===== config.mk =====
export PLATFORM = sky130hd
export DESIGN_NAME = sha512_half_unit
export DESIGN_NICKNAME = d
export VERILOG_FILES = /design/src/rtl/sha512h_pkg.sv /design/src/rtl/sha512h_decode.sv /design/src/rtl/sha512h_datapath.sv /design/src/rtl/sha512h_outstage.sv /design/src/rtl/sha512_half_unit.sv
export SDC_FILE = /design/constraint.sdc
export NUM_CORES = 1
export LEC_CHECK = 0
export BUFFER_PORTS_ARGS = -buffer_cell sky130_fd_sc_hd__buf_2
export CAP_MARGIN = 20
export CORE_MARGIN = 2
export CORE_UTILIZATION = 40
export CTS_BUF_LIST = sky130_fd_sc_hd__clkbuf_8
export DETAILED_ROUTE_END_ITERATION = 12
export PLACE_DENSITY = 0.61
export SETUP_SLACK_MARGIN = 0.1
export SLEW_MARGIN = 20
export SYNTH_ARGS = -nofsm -noshare
export SYNTH_HDL_FRONTEND = slang
export SYNTH_HIERARCHICAL = 1
export SYNTH_SLANG_ARGS = --single-unit

===== constraint.sdc =====
create_clock -name clk -period 5 [get_ports clk]
set_input_delay 1 -clock clk [delete_from_list [all_inputs] [get_ports clk]]
set_output_delay 1 -clock clk [all_outputs]
set_load 0.005 [all_outputs]

===== src/rtl/sha512h_pkg.sv =====
package sha512h_pkg;
  localparam int DATA_W = 32;
  localparam int WIDE_W = 2 * DATA_W;
  localparam int RD_W   = 5;

  localparam logic [6:0] OPC_ALU_REG = 7'b0110011;
  localparam logic [2:0] F3_CRYPTO   = 3'b000;

  localparam logic [6:0] F7_BIG0   = 7'b0101000;
  localparam logic [6:0] F7_BIG1   = 7'b0101001;
  localparam logic [6:0] F7_SMALL0L = 7'b0101010;
  localparam logic [6:0] F7_SMALL1L = 7'b0101011;
  localparam logic [6:0] F7_SMALL0H = 7'b0101110;
  localparam logic [6:0] F7_SMALL1H = 7'b0101111;

  typedef enum logic [2:0] {
    FN_NONE   = 3'd0,
    FN_BIG0   = 3'd1,
    FN_BIG1   = 3'd2,
    FN_SMALL0L = 3'd3,
    FN_SMALL1L = 3'd4,
    FN_SMALL0H = 3'd5,
    FN_SMALL1H = 3'd6
  } fn_e;

  typedef struct packed {
    logic              hit;
    logic              illegal;
    logic              wen;
    logic [RD_W-1:0]   rd;
    logic [DATA_W-1:0] data;
  } result_t;

  function automatic logic [WIDE_W-1:0] rot_r(input logic [WIDE_W-1:0] x, input int n);
    return (x >> n) | (x << (WIDE_W - n));
  endfunction

  function automatic logic [WIDE_W-1:0] rot_l(input logic [WIDE_W-1:0] x, input int n);
    return (x << n) | (x >> (WIDE_W - n));
  endfunction
endpackage


===== src/rtl/sha512h_decode.sv =====
module sha512h_decode
  import sha512h_pkg::*;
(
  input  logic              issue_valid,
  input  logic [DATA_W-1:0] instr,
  output fn_e               fn,
  output logic [RD_W-1:0]   rd
);
  logic [6:0] opc;
  logic [2:0] f3;
  logic [6:0] f7;

  assign opc = instr[6:0];
  assign f3  = instr[14:12];
  assign f7  = instr[31:25];
  assign rd  = instr[11:7];

  always_comb begin
    fn = FN_NONE;
    if (issue_valid && opc == OPC_ALU_REG && f3 == F3_CRYPTO) begin
      unique case (f7)
        F7_BIG0:    fn = FN_BIG0;
        F7_BIG1:    fn = FN_BIG1;
        F7_SMALL0L: fn = FN_SMALL0L;
        F7_SMALL1L: fn = FN_SMALL1L;
        F7_SMALL0H: fn = FN_SMALL0H;
        F7_SMALL1H: fn = FN_SMALL1H;
        default:    fn = FN_NONE;
      endcase
    end
  end
endmodule


===== src/rtl/sha512h_datapath.sv =====
module sha512h_datapath
  import sha512h_pkg::*;
(
  input  fn_e               fn,
  input  logic [DATA_W-1:0] lo_word,
  input  logic [DATA_W-1:0] hi_word,
  output logic [DATA_W-1:0] value
);
  logic [WIDE_W-1:0] joined;
  logic [WIDE_W-1:0] lo_ext;
  logic [WIDE_W-1:0] mix;

  assign joined = {hi_word, lo_word};
  assign lo_ext = {{DATA_W{1'b0}}, lo_word};

  always_comb begin
    unique case (fn)
      FN_BIG0:    mix = rot_l(joined, 25) ^ rot_l(joined, 30) ^ rot_r(joined, 28);
      FN_BIG1:    mix = rot_l(joined, 23) ^ rot_r(joined, 14) ^ rot_r(joined, 18);
      FN_SMALL0L: mix = rot_r(joined, 1)  ^ rot_r(joined, 7)  ^ rot_r(joined, 8);
      FN_SMALL1L: mix = rot_l(joined, 3)  ^ rot_r(joined, 6)  ^ rot_r(joined, 19);
      FN_SMALL0H: mix = rot_r(joined, 1)  ^ (lo_ext >> 7)     ^ rot_r(joined, 8);
      FN_SMALL1H: mix = rot_l(joined, 3)  ^ (lo_ext >> 6)     ^ rot_r(joined, 19);
      default:    mix = '0;
    endcase
  end

  assign value = mix[DATA_W-1:0];
endmodule


===== src/rtl/sha512h_outstage.sv =====
module sha512h_outstage
  import sha512h_pkg::*;
#(
  parameter bit OUT_REG = 1'b1
) (
  input  logic    clk,
  input  logic    rst,
  input  result_t d,
  output result_t q
);
  generate
    if (OUT_REG) begin : g_reg
      result_t q_r;
      always_ff @(posedge clk) begin
        if (rst) q_r <= '0;
        else     q_r <= d;
      end
      assign q = q_r;
    end else begin : g_comb
      assign q = d;
    end
  endgenerate
endmodule


===== src/rtl/sha512_half_unit.sv =====
module sha512_half_unit
  import sha512h_pkg::*;
#(
  parameter bit OUT_REG = 1'b1
) (
  input  logic              clk,
  input  logic              rst,
  input  logic              issue_valid,
  input  logic              hash_en,
  input  logic [DATA_W-1:0] instr,
  input  logic [DATA_W-1:0] src_a,
  input  logic [DATA_W-1:0] src_b,
  output logic              out_hit,
  output logic              out_illegal,
  output logic              out_wen,
  output logic [RD_W-1:0]   out_rd,
  output logic [DATA_W-1:0] out_result
);
  fn_e               fn;
  logic [RD_W-1:0]   rd_field;
  logic [DATA_W-1:0] value;
  logic              claimed;
  result_t           stage_d;
  result_t           stage_q;

  sha512h_decode i_dec (
    .issue_valid (issue_valid),
    .instr       (instr),
    .fn          (fn),
    .rd          (rd_field)
  );

  sha512h_datapath i_dp (
    .fn      (fn),
    .lo_word (src_a),
    .hi_word (src_b),
    .value   (value)
  );

  assign claimed = (fn != FN_NONE);

  always_comb begin
    stage_d         = '0;
    stage_d.hit     = claimed;
    stage_d.illegal = claimed && !hash_en;
    stage_d.wen     = claimed && hash_en && (rd_field != '0);
    stage_d.rd      = claimed ? rd_field : '0;
    stage_d.data    = (claimed && hash_en) ? value : '0;
  end

  sha512h_outstage #(.OUT_REG(OUT_REG)) i_out (
    .clk (clk),
    .rst (rst),
    .d   (stage_d),
    .q   (stage_q)
  );

  assign out_hit     = stage_q.hit;
  assign out_illegal = stage_q.illegal;
  assign out_wen     = stage_q.wen;
  assign out_rd      = stage_q.rd;
  assign out_result  = stage_q.data;
endmodule


==> summary.md <==
| Metric | Value |
|---|---|
| Primary FF master, synth | `dfxtp_1` |
| Hold Vio Cnt, Final | `0` |
| Clk Tree Root Cell | `clkbuf_8` |
| Post-synth design cell area | `0.00488 mm^2` |
| Core ar. | `between 0.01 and 0.015 mm^2` |
| CTS tree | `built` |
| Post-CTS Resized | `0` |
| TritonCTS Buffers | `5` |
| Largest net degree at the start of global routing | `41` |
| # DRC | `0` |
| Slew HR | `between 30 and 40%` |
| Avg Cell Area, Syn | `about 8.5 um^2` |
| Pwr dens | `between 150 and 200 mW/mm^2` |
| Nets@finish | `740` |
| Number of global-route vias before repair | `around 4.0k` |
| CTS HTree Levels | `2` |
| Clock buffer depth | `2` |
| Area leader, netlist | `xnor2_1` |
| Initial core utilization | `between 40% and 50%` |
| Hold Crit Class | `in2reg` |
| Mapped Cells | `between 500 and 600` |
| RSZ-0062 raised after global routing | `no` |
| Leak pwr | `2.11 nW` |
| Diodes inserted | `0` |
| First-pass GRT wire length | `approximately 24000 um` |
| I/O Pins | `140` |
| Arrival @ worst endpoint | `4.19 ns` |
| Sequential fraction of the synthesis area | `16.4%` |
| Worst hold stages | `3` |
| Peak supply drop | `between 0.09 and 0.1 mV` |
| Row count | `40` |
| Post-CTS setup buffer count | `0` |
| DIE WIDTH | `between 100 and 150 um` |
| Hold endpoint | `i_out/q[38]` |
| Number of flip-flops in the largest register | `40` |
| Post-route insts no fill | `a little under 800` |
| Gr ovfl total | `0` |
| WL per Instance | `19.7 um` |
| Final setup vio count | `0` |
| Status | `finished clean` |
| Clock period minus worst slack | `3.95 ns` |
| Worst-margin pin slew | `between 0.9 and 1 ns` |
| Die footprint | `0.0131 mm^2` |
| Hold wc startpoint | `hash_en` |
| Dpl ws | `around 0.84 ns` |
| Dpl hpwl | `roughly 12000 um` |
| Synth top area cells | `xnor2_1 (36%), dfxtp_1 (16%), xor2_1 (9.0%)` |
| Synthesized flop and latch total | `40` |
| Async SR Flop Fraction | `0%` |
| Initial antenna violation count | `0` |
| Slew Limit Fails | `0` |
| Via count | `4172` |
| Tot GR Track Use | `a little under a quarter` |
| DRT iter0 DRCs | `around 280` |
| PnR worst setup slack | `approximately 1.0 ns` |
| CTS clk-pin slew, worst paths | `0.07 ns` |
| Placed instance count | `a little under 800` |
| CP startpoint kind | `primary input` |
| Crit Path Category | `in2reg` |
| P&R area growth vs syn | `11.7%` |
| CP Data Required Time | `5.23 ns` |
| Overall routed net length | `~16000 um` |
| Die height | `roughly 110 um` |
| Vias/cell | `around 5.3` |
| Post-CTS Hold Buffers | `0` |
| Port bufs | `129` |
| Most common cell in the netlist | `xnor2_1` |
| Post-synth top area share | `36.4%` |
| Detailed Routing Iterations Pass 1 | `5` |
| Placer Congestion | `~0.95` |
| Yosys cell types | `36` |
| Fmax | `253 MHz` |
| Post-route ant nets | `0` |
| Crit-path max FO | `12` |
| TNS Setup | `0 ns` |
| Clk sinks | `40` |
| Yosys synthesis warning count | `6` |
| Syn Nets | `about 680` |
| Post-synth top cells | `xnor2_1 (203), xor2_1 (50), dfxtp_1 (40)` |
| Crit end category | `flip-flop` |
| EDFF count, synth | `0` |
| Final period util | `approximately four fifths` |
| Max-Cap Viols | `0` |
| Layout cells sized above 1 | `approximately 28%` |
[stage by stage]
step	hold slack, ns	cell area, um^2	utilization, %	power [W]
floorplan	1.20	4880	-	0.000629
global placement	1.31	5350	44.7	0.000705
detailed placement	1.33	5350	44.7	0.000712
CTS	1.00	5460	45.6	0.000978
global route	1.02	5460	45.6	0.00102
finish	1.01	5460	45.6	0.000970
[layout by cell type (no fill, tap or decap), types with 5 or more instances in the layout]
cell type,count
a221o_1,20
a22oi_1,14
and2_1,32
and2b_1,8
buf_2,129
buf_4,8
clkbuf_8,5
dfxtp_1,40
nand2_1,12
nand3_1,6
nor2b_1,16
nor2b_2,31
o211ai_1,11
o21ai_0,5
o22ai_1,20
xnor2_1,203
xor2_1,50
[final cells by class]
| type | instances | area (um^2) |
|---|---|---|
| clock buffers | 5 | 68.8 |
| flip-flops and latches | 40 | 801 |
| multi-input cells | 454 | 3650 |
| inverters | 2 | 7.51 |
| fillers | 1210 | 6510 |
| clock inverters | 3 | 38.8 |
| repair buffers | 137 | 706 |
| well taps | 147 | 184 |
[layer usage]
metal | up-vias | track usage, % | share of wire, %
li1 | 1968 | - | -
met1 | 1985 | 32.0 | 43
met2 | 191 | 38.0 | 47
met3 | 28 | 3.81 | 7.7
met4 | 0 | 8.13 | 2.6
met5 | - | 0 | 0
[worst max-delay path by stage]
stage,endpoint,slack [ns],start,cells after the start
6_report,i_out/q[2],1.05,instr[6],12
5_1_grt,i_out/q[2],0.92,instr[6],12
4_1_cts,i_out/q[2],1.15,instr[6],12
3_5_place_dp,i_out/q[2],0.84,instr[6],12
3_3_place_gp,i_out/q[2],0.87,instr[6],12
2_1_floorplan,i_out/q[24],1.45,instr[6],11
[power by group]
part,switching [W],internal (W)
registers,0.000000000197,0.000318
clock network,0.000116,0.000146
logic,0.000207,0.000182
total,0.000323,0.000646
[critical path: stages]
cell	delay [ns]
buf_2	0.09
nand4b_1	0.15
or4_4	0.44
nor3_1	0.18
buf_4	0.22
nor2b_1	0.64
nand2_1	0.49
buf_4	0.34
o22ai_1	0.20
a221o_1	0.19
and2_1	0.12
nor2b_2	0.12
[cell families (layout without fill, tap and decap cells)]
family	after synthesis	in the layout	share of synthesized area [%]
xor+xnor	253	253	45.4
flops	40	40	16.4
simple gates	122	122	16.8
compound gates	79	79	12.5
buf+inv	83	147	8.92
No activity file was read; power rests on OpenSTA's default activity.
